`src/rtl/dma_evt_pkg.sv`:
```
package dma_evt_pkg;
   localparam int REG_W  = 16;
   localparam int ADDR_W = 3;
   localparam int N_ERR  = 4;
   localparam int LIM_W  = 15;

   typedef enum logic [ADDR_W-1:0] {
      A_CTRL    = 3'd0,
      A_DONE    = 3'd1,
      A_MASK    = 3'd2,
      A_ERR_BTO = 3'd3,
      A_ERR_REQ = 3'd4,
      A_ERR_XFR = 3'd5,
      A_ERR_OVF = 3'd6,
      A_BTO_CFG = 3'd7
   } reg_addr_e;

   localparam int CLS_BTO = 0;
   localparam int CLS_REQ = 1;
   localparam int CLS_XFR = 2;
   localparam int CLS_OVF = 3;
endpackage

```
`src/rtl/dma_w1c_bank.sv`:
```
module dma_w1c_bank #(
   parameter int W = 8
) (
   input  logic         clk,
   input  logic         rst_n,
   input  logic         sclr,
   input  logic [W-1:0] set,
   input  logic [W-1:0] clr,
   output logic [W-1:0] q
);
   // set dominates clr; sclr dominates both
   always_ff @(posedge clk or negedge rst_n) begin
      if (!rst_n)     q <= '0;
      else if (sclr)  q <= '0;
      else            q <= (q & ~clr) | set;
   end
endmodule

```
`src/rtl/dma_burst_watchdog.sv`:
```
module dma_burst_watchdog #(
   parameter int LW = 15
) (
   input  logic          clk,
   input  logic          rst_n,
   input  logic          busy,
   input  logic          arm,
   input  logic [LW-1:0] limit,
   output logic          expire
);
   logic [LW-1:0] cnt_q;
   logic          fired_q;

   assign expire = arm && busy && !fired_q && (cnt_q == limit);

   always_ff @(posedge clk or negedge rst_n) begin
      if (!rst_n) begin
         cnt_q   <= '0;
         fired_q <= 1'b0;
      end else if (!busy) begin
         cnt_q   <= '0;
         fired_q <= 1'b0;
      end else if (expire) begin
         fired_q <= 1'b1;
      end else if (!fired_q && (cnt_q != {LW{1'b1}})) begin
         cnt_q   <= cnt_q + 1'b1;
      end
   end
endmodule

```
`src/rtl/dma_irq_merge.sv`:
```
module dma_irq_merge #(
   parameter int NCH  = 8,
   parameter int NCLS = 4
) (
   input  logic [NCH-1:0]           done,
   input  logic [NCH-1:0]           mask,
   input  logic [NCLS-1:0][NCH-1:0] err,
   output logic                     irq_done,
   output logic                     irq_err
);
   logic [NCH-1:0] err_flag;

   always_comb begin
      err_flag = '0;
      for (int k = 0; k < NCLS; k++) err_flag = err_flag | err[k];
   end

   assign irq_done = |(done & ~mask);
   assign irq_err  = |(err_flag & ~mask);
endmodule

```
`src/rtl/dma_evt_status.sv`:
```
module dma_evt_status
   import dma_evt_pkg::*;
#(
   parameter int NCH = 8
) (
   input  logic              clk,
   input  logic              rst_n,
   input  logic              wr_en,
   input  logic [ADDR_W-1:0] wr_addr,
   input  logic [REG_W-1:0]  wr_data,
   input  logic [ADDR_W-1:0] rd_addr,
   output logic [REG_W-1:0]  rd_data,
   input  logic [NCH-1:0]    evt_done,
   input  logic [NCH-1:0]    evt_req_to,
   input  logic [NCH-1:0]    evt_xfer_err,
   input  logic [NCH-1:0]    evt_ovf,
   input  logic [NCH-1:0]    burst_busy,
   output logic              irq_done,
   output logic              irq_err
);
   localparam int ERR_BASE = int'(A_ERR_BTO);

   generate
      if (NCH < 1 || NCH > REG_W) begin : g_bad_nch
         $error("dma_evt_status: NCH must be within 1..16");
      end
   endgenerate

   logic                       en_q;
   logic [NCH-1:0]             mask_q;
   logic                       bto_arm_q;
   logic [LIM_W-1:0]           bto_lim_q;
   logic [NCH-1:0]             done_q;
   logic [N_ERR-1:0][NCH-1:0]  err_q;
   logic [N_ERR-1:0][NCH-1:0]  err_evt;
   logic [NCH-1:0]             bto_evt;
   logic [NCH-1:0]             err_any_evt;
   logic [NCH-1:0]             done_set;
   logic [NCH-1:0]             done_clr;
   logic                       soft_rst;

   assign soft_rst = wr_en && (wr_addr == A_CTRL) && wr_data[1];

   // control, mask and watchdog configuration
   always_ff @(posedge clk or negedge rst_n) begin
      if (!rst_n) begin
         en_q      <= 1'b0;
         mask_q    <= '1;
         bto_arm_q <= 1'b0;
         bto_lim_q <= '0;
      end else begin
         if (wr_en && wr_addr == A_CTRL) en_q <= wr_data[0];
         if (soft_rst)
            mask_q <= '1;
         else if (wr_en && wr_addr == A_MASK)
            mask_q <= wr_data[NCH-1:0];
         if (wr_en && wr_addr == A_BTO_CFG) begin
            bto_arm_q <= wr_data[REG_W-1];
            bto_lim_q <= wr_data[LIM_W-1:0];
         end
      end
   end

   // per-channel burst watchdogs
   generate
      for (genvar c = 0; c < NCH; c++) begin : g_wdog
         dma_burst_watchdog #(.LW(LIM_W)) u_wd (
            .clk    (clk),
            .rst_n  (rst_n),
            .busy   (burst_busy[c]),
            .arm    (bto_arm_q),
            .limit  (bto_lim_q),
            .expire (bto_evt[c])
         );
      end
   endgenerate

   assign err_evt[CLS_BTO] = bto_evt;
   assign err_evt[CLS_REQ] = evt_req_to;
   assign err_evt[CLS_XFR] = evt_xfer_err;
   assign err_evt[CLS_OVF] = evt_ovf;

   always_comb begin
      err_any_evt = '0;
      for (int k = 0; k < N_ERR; k++) err_any_evt = err_any_evt | err_evt[k];
   end

   // fault flag banks, one per class
   generate
      for (genvar k = 0; k < N_ERR; k++) begin : g_err
         logic [NCH-1:0] set_k;
         logic [NCH-1:0] clr_k;
         assign set_k = en_q ? err_evt[k] : '0;
         assign clr_k = (wr_en && int'(wr_addr) == ERR_BASE + k) ? wr_data[NCH-1:0] : '0;
         dma_w1c_bank #(.W(NCH)) u_bank (
            .clk   (clk),
            .rst_n (rst_n),
            .sclr  (soft_rst),
            .set   (set_k),
            .clr   (clr_k),
            .q     (err_q[k])
         );
      end
   endgenerate

   // completion flag bank
   assign done_set = en_q ? (evt_done | err_any_evt) : '0;
   assign done_clr = (wr_en && wr_addr == A_DONE) ? wr_data[NCH-1:0] : '0;

   dma_w1c_bank #(.W(NCH)) u_done (
      .clk   (clk),
      .rst_n (rst_n),
      .sclr  (soft_rst),
      .set   (done_set),
      .clr   (done_clr),
      .q     (done_q)
   );

   dma_irq_merge #(.NCH(NCH), .NCLS(N_ERR)) u_irq (
      .done     (done_q),
      .mask     (mask_q),
      .err      (err_q),
      .irq_done (irq_done),
      .irq_err  (irq_err)
   );

   // read path
   always_comb begin
      rd_data = '0;
      case (rd_addr)
         A_CTRL:    rd_data[0]         = en_q;
         A_DONE:    rd_data[NCH-1:0]   = done_q;
         A_MASK:    rd_data[NCH-1:0]   = mask_q;
         A_ERR_BTO: rd_data[NCH-1:0]   = err_q[CLS_BTO];
         A_ERR_REQ: rd_data[NCH-1:0]   = err_q[CLS_REQ];
         A_ERR_XFR: rd_data[NCH-1:0]   = err_q[CLS_XFR];
         A_ERR_OVF: rd_data[NCH-1:0]   = err_q[CLS_OVF];
         A_BTO_CFG: rd_data            = {bto_arm_q, bto_lim_q};
         default:   rd_data            = '0;
      endcase
   end
endmodule

```
`config.mk`:
```
export PLATFORM = sky130hd
export DESIGN_NAME = dma_evt_status
export DESIGN_NICKNAME = d
export VERILOG_FILES = /design/src/rtl/dma_evt_pkg.sv /design/src/rtl/dma_w1c_bank.sv /design/src/rtl/dma_burst_watchdog.sv /design/src/rtl/dma_irq_merge.sv /design/src/rtl/dma_evt_status.sv
export SDC_FILE = /design/constraint.sdc
export NUM_CORES = 1
export LEC_CHECK = 0
export ABC_AREA = 1
export BUFFER_PORTS_ARGS = -buffer_cell sky130_fd_sc_hd__buf_2
export CAP_MARGIN = 15
export CORE_MARGIN = 8
export CORE_UTILIZATION = 44
export CTS_CLUSTER_DIAMETER = 50
export CTS_CLUSTER_SIZE = 20
export DETAILED_ROUTE_END_ITERATION = 12
export RECOVER_POWER = 100
export SLEW_MARGIN = 20
export SYNTH_ARGS = -nofsm -noshare
export SYNTH_HDL_FRONTEND = slang
export SYNTH_SLANG_ARGS = --single-unit
```
`constraint.sdc`:
```
create_clock -name clk -period 1.7 [get_ports clk]
set_input_delay 0.17 -clock clk [delete_from_list [all_inputs] [get_ports clk]]
set_output_delay 0.17 -clock clk [all_outputs]
set_load 0.02 [all_outputs]
```
Yosys cells after proc, flatten, opt, wreduce, memory -nomap -nowiden

Index checks and enable logic that the tools add are counted.

Register bits: 193
Input port bits: 65
Output and inout bits: 18
Logic and storage cells: 234

$add $sub $neg: 8
Muxes and demuxes: 60
Bitwise gates (word level): 25
Reduce and logical (&&, ||, !) cells: 62
Equal/unequal tests: 54

Operators with widths:

| kind                                                                     | count |
|---|---|
| 15-bit 2-to-1 mux                                                        | 24 |
| 8-bit 2-to-1 mux                                                         | 18 |
| 15-bit by 1-bit adder with 15-bit output (second input constant)         | 8 |
| 15-bit equality test                                                     | 8 |
| 15-bit inequality test (second input constant)                           | 8 |
| 8-bit bitwise OR                                                         | 12 |
| 8-bit bitwise AND                                                        | 7 |
| 7-bit case mux with 7 select lines                                       | 1 |
| 8-bit inverter                                                           | 6 |
| 1-bit logical AND                                                        | 41 |
| 2-bit by 1-bit inequality test with 1-bit output (second input constant) | 16 |
| 3-bit equality test (second input constant)                              | 8 |
| 1-bit 2-to-1 mux                                                         | 16 |
| 2-bit inequality test (second input constant)                            | 8 |
| 2-bit AND reduction                                                      | 8 |
| 8-bit OR reduction                                                       | 2 |
| 3-bit by 2-bit equality test with 1-bit output (second input constant)   | 4 |
| 1-bit zero test                                                          | 8 |
| 1-bit case mux with 8 select lines                                       | 1 |
| 3-bit by 1-bit equality test with 1-bit output (second input constant)   | 2 |
| 3-bit zero test                                                          | 2 |
| 2-bit nonzero test                                                       | 1 |

Depth between registers and ports, before layout

Word-level depth: 10
Gate-level depth with buffers: 12
Depth with buffers taken out: 10

Modules after synthesis

A second synthesis with hierarchy kept.

Cells, all modules: 2777
Area total of the unflattened synthesis: 16762.3 sq um

Modules (own cells, without submodules):

| module             | cells each | instances | sequential area each (sq um) | area an instance (sq um) |
|---|---|---|---|---|
| dma_burst_watchdog | 264        | 8         | 400.4                        | 1554.0 |
| dma_evt_status     | 400        | 1         | 635.6                        | 2244.7 |
| dma_w1c_bank       | 41         | 5         | 200.2                        | 371.6 |
| dma_irq_merge      | 60         | 1         | 0.0                          | 227.7 |

Worst setup path after synthesis

Ideal clock, no wire load.

Path kind: reg-to-reg
Start point: register g_wdog[1].u_wd.cnt_q[0]
End point: register g_wdog[1].u_wd.cnt_q[6]
Setup slack: 0.085 ns
Arrival: 1.498 ns
Cell stages (with the launch flop): 10
Period minus slack after synthesis: 1.615 ns
Required time: 1.583 ns
Path buffers: 1
Library setup time: 0.117 ns
Cells stage by stage: dfrtp_1 > ha_1 > nand2_1 > nor2_2 > nand2_1 > o21ai_1 > nand2_2 > buf_6 > nand3_1 > nand2_1

Word-level cells in the longest chain between the ends: 4
Elaborated cells between the ends (all ways): 11
Those cells by class: add/sub (1); eq/ne (4); mux (3); reduce/logical (3)

RTL lines:

| element                                                                | line                     | source |
|---|---|---|
| start: declaration                                                     | dma_burst_watchdog.sv:11 | `logic [LW-1:0] cnt_q;` |
| start signal: assignment                                               | dma_burst_watchdog.sv:26 | `cnt_q <= cnt_q + 1'b1;` |
| 15-bit by 1-bit adder with 15-bit output, or another cell as far along | dma_burst_watchdog.sv:26 |  |
| 15-bit 2-to-1 mux, or another cell as far along                        | dma_burst_watchdog.sv:25 | `end else if (!fired_q && (cnt_q != {LW{1'b1}})) begin` |
| 15-bit 2-to-1 mux, or another cell as far along                        | dma_burst_watchdog.sv:23 | `end else if (expire) begin` |
| 15-bit 2-to-1 mux or 2-bit AND reduction (tied branches)               | -                        |  |

Several ways; a longest one is shown, not always the timed one. The select of a mux whose other input is x is not followed.
A chain may end at the register's enable or synchronous reset.

Worst setup path after layout

Start point: register bto_lim_q[10]
End point: register g_wdog[3].u_wd.cnt_q[14]

Word-level cells in the longest chain between the ends: 4

RTL lines:

| element                         | line                     | source |
|---|---|---|
| start: declaration              | dma_evt_status.sv:32     | `logic [LIM_W-1:0] bto_lim_q;` |
| start signal: assignment        | dma_evt_status.sv:59     | `bto_lim_q <= wr_data[LIM_W-1:0];` |
| 15-bit equality test            | dma_burst_watchdog.sv:14 | `assign expire = arm && busy && !fired_q && (cnt_q == limit);` |
| 1-bit logical AND               | dma_burst_watchdog.sv:14 |  |
| 2-bit inequality test (no line) | -                        |  |
| 2-bit AND reduction (no line)   | -                        |  |
| end signal: assignment          | dma_burst_watchdog.sv:26 |  |
| end: declaration                | dma_burst_watchdog.sv:11 |  |

Every way passes these cells.

==> qor.yml <==
p_leak_nw: 9.810
path_common_cell: "nand2_2"
dpl.hpwl_um: 38740
wl_per_cell_um: 18.11
violations: "setup timing"
cts_tree: "built"
rows: 66
min_period_over_period: 1.133
worstPathRequired_ps: 2090
path_cells: "clkinv_8 > buf_6 > nand2_1 > nand2_2 > nor2_4 > nand2_2 > nor2_4 > nand2_2 > nand3_4 > clkbuf_16 > nand2_2 > nand2_1"
synth_edf_count: 0
slowest_stage: "dfrtp_1"
grt_max_degree: 43
crit_type: "reg -> reg"
synth.distinct_cells: 38
numCtsBuffers: 17
min_path_type: "in -> reg"
diodes: 0
powerDensity_mw_per_mm2: 724.3
outcome: "finished, violations left"
port_buffers: 82
async_reset_ff_frac: 1.000
totalWireLength_um: 57090
timing.final.ws_setup_ps: -226.5
hold_viol_final: 0
htreeDepth: 4
setup_viol: 140
synthesis.area_sq_mm: 0.01461
timing.rr.end: "g_wdog[3].u_wd.cnt_q[14]"
detail-route-antenna-nets: 0
critPathArrivalTime_ps: 2310
syn_inst: 2390
crit_family: "simple AND/OR/NAND/NOR gates"
grt_overflow_total: 0
final_common_cell: "nand2_1"
reg2reg_depth: 12
ir_drop_mv: 0.7296
cp_num_buf_inv: 3
synth_flop_cell: "dfrtp_1"
syn_nets: 2463
ys_warn_count: 0
syn_avg_cell_area_sq_um: 6.115
grt_use_total: 0.2727
firstDrtPassIters: 8
die_x_um: 198.2
place_ws_ps: -87.93
vias_per_cell: 5.439
gp_congestion: 0.9246
chipHeight_um: 198.2
cts_root_buf: "clkbuf_16"
dieArea_sq_mm: 0.03930
ys_ff_latch: 193
cp-end-kind: "register"
hold_start: "wr_data[1]"
total_power_w: 0.01470
drc: 0
yosysSeqAreaShare: 0.3312
slowest_delay_ps: 580
worst_slew_pin_slew_ps: 1248
antenna_found_initial: 1
r2r_slack_ps: -230
setup_tns_ps: -17300
area_delta_synth_final_pct: 38.88
vias: 17140
most-common-layout-cells: "nand2_1, nor2_1, inv_1, dfrtp_1, buf_4"
grt_pass1_wl_um: 84610
worstHoldEndpoint: "bto_lim_q[1]"
clk_pin_slew_worst_paths_ps: 70
first_iter_violations: 1519
cp_max_fo: 7
start_util: 0.4480
grt_setup_unrepaired: "yes"
reg2reg_from: "bto_lim_q[10]"
hold_depth: 3
clk_path_buf_depth: 2
cts_sinks: 193
start_kind: "register"
fin_worst_skew_ps: 15.72
clock.fmax_mhz: 519.1
maxSlewViolCount: 0
nNetsFinal: 2770
coreArea_sq_mm: 0.03262
cap_violations: 0
post-route-min-period_ps: 1926
grt_pass1_vias: 15720
layout-drive-gt1-share: 0.3041
clkLatencyLatePin_ps: 460
ioPinCount: 83
relSlewSlack: 0.1683
==> state kept, by name, indices dropped and copies added, names as in the netlist <==
| register | count |
|---|---|
| g_wdog.u_wd.cnt_q | 120 |
| g_err.u_bank.q | 32 |
| bto_lim_q | 15 |
| g_wdog.u_wd.fired_q | 8 |
| mask_q | 8 |
| u_done.q | 8 |
| bto_arm_q | 1 |
| en_q | 1 |
==> synth_stat cells (6+ instances only) <==
library cell | number | share of area
buf_6 | 25 | 0.019
a21oi_1 | 47 | 0.016
inv_1 | 226 | 0.058
o22ai_1 | 10 | 0.0043
nand2_1 | 1016 | 0.26
nor2_2 | 30 | 0.013
buf_4 | 9 | 0.0046
nor2_1 | 317 | 0.081
a22oi_1 | 7 | 0.0036
xor2_1 | 38 | 0.023
nand3_2 | 9 | 0.0062
nor3_1 | 13 | 0.0045
clkbuf_1 | 16 | 0.0041
nand2_2 | 6 | 0.0026
dfstp_2 | 8 | 0.014
o21a_1 | 8 | 0.0041
nand4_1 | 64 | 0.027
inv_4 | 14 | 0.0060
nor4_1 | 8 | 0.0034
buf_2 | 19 | 0.0065
nand3_1 | 204 | 0.070
o21ai_1 | 8 | 0.0027
dfrtp_1 | 185 | 0.32
o21ai_0 | 63 | 0.022
ha_1 | 8 | 0.0068
o211ai_1 | 7 | 0.0036
==> what timing repair did <==
action	4_1_cts	5_1_grt
hold endpoints to repair	67	0
setup endpoints to repair	112	144
hold buffers	33	0
gates cloned	1	17
buffers inserted	18	27
gates resized for setup	64	517
pin swaps	21	275
==> cell type report <==
cell class	instances	area [sq um]
tap	442	553.0
clock buffer	20	446.7
timing repair inverter	1	6.256
inverter	242	992.2
sequential	193	4870
timing repair buffer	350	3188
multi-input combinational	1892	10110
clock inverter	12	125.1
fill	3022	12320
==> metal layers <==
layer / track usage / vias to the layer above / wire, um
met5: 0 / - / 12
met4: 0.1109 / 2 / 2380
met2: 0.4411 / 701 / 26780
met3: 0.04295 / 180 / 4156
met1: 0.3599 / 8091 / 23760
li1: - / 8169 / -
==> where the power goes <==
group | switching (W) | internal [W]
Combinational | 0.00314 | 0.00203
Sequential | 0.000418 | 0.00498
Clock | 0.00203 | 0.00210
Total | 0.00559 | 0.00911
==> how the worst max path moves through the flow <==
stage / startpoint / end / slack (ps) / depth (start not counted)
global route: bto_lim_q[10] / g_wdog[6].u_wd.cnt_q[5] / -270 / 11
detailed placement: bto_lim_q[12] / g_wdog[7].u_wd.cnt_q[13] / -90 / 10
floorplan: g_wdog[1].u_wd.cnt_q[0] / g_wdog[1].u_wd.cnt_q[6] / 90 / 9
finish: bto_lim_q[10] / g_wdog[3].u_wd.cnt_q[14] / -230 / 12
CTS: g_err[2].u_bank.q[7] / irq_err / -180 / 7
global placement: bto_lim_q[12] / g_wdog[7].u_wd.cnt_q[1] / -50 / 10
==> through the flow <==
| step | cells | hold slack [ps] | util | instance area, sq um |
|---|---|---|---|---|
| CTS | 3111 | 0.6703 | 0.5521 | 18010 |
| floorplan | 2390 | -125.6 | - | 14610 |
| detailed placement | 3027 | 156.5 | 0.5118 | 16690 |
| global route | 3152 | 34.59 | 0.6222 | 20300 |
| finish | 3152 | 18.98 | 0.6222 | 20300 |
| global placement | 3027 | 154.7 | 0.5118 | 16690 |
==> worst min-delay path, cell delays in order <==
cell	delay, ps
buf_2	140
nand2_1	60
o21ai_0	60
==> logic make-up after synthesis <==
logic type,after synthesis,share of synthesized area
AO/OA/AOI/OAI,161,0.06233
XOR/XNOR,39,0.02337
adder cells (fa/ha/maj),8,0.006850
buffers and inverters,311,0.09906
flip-flops,193,0.3312
AND/OR/NAND/NOR,1678,0.4772
(Power assumes the default switching activity.)
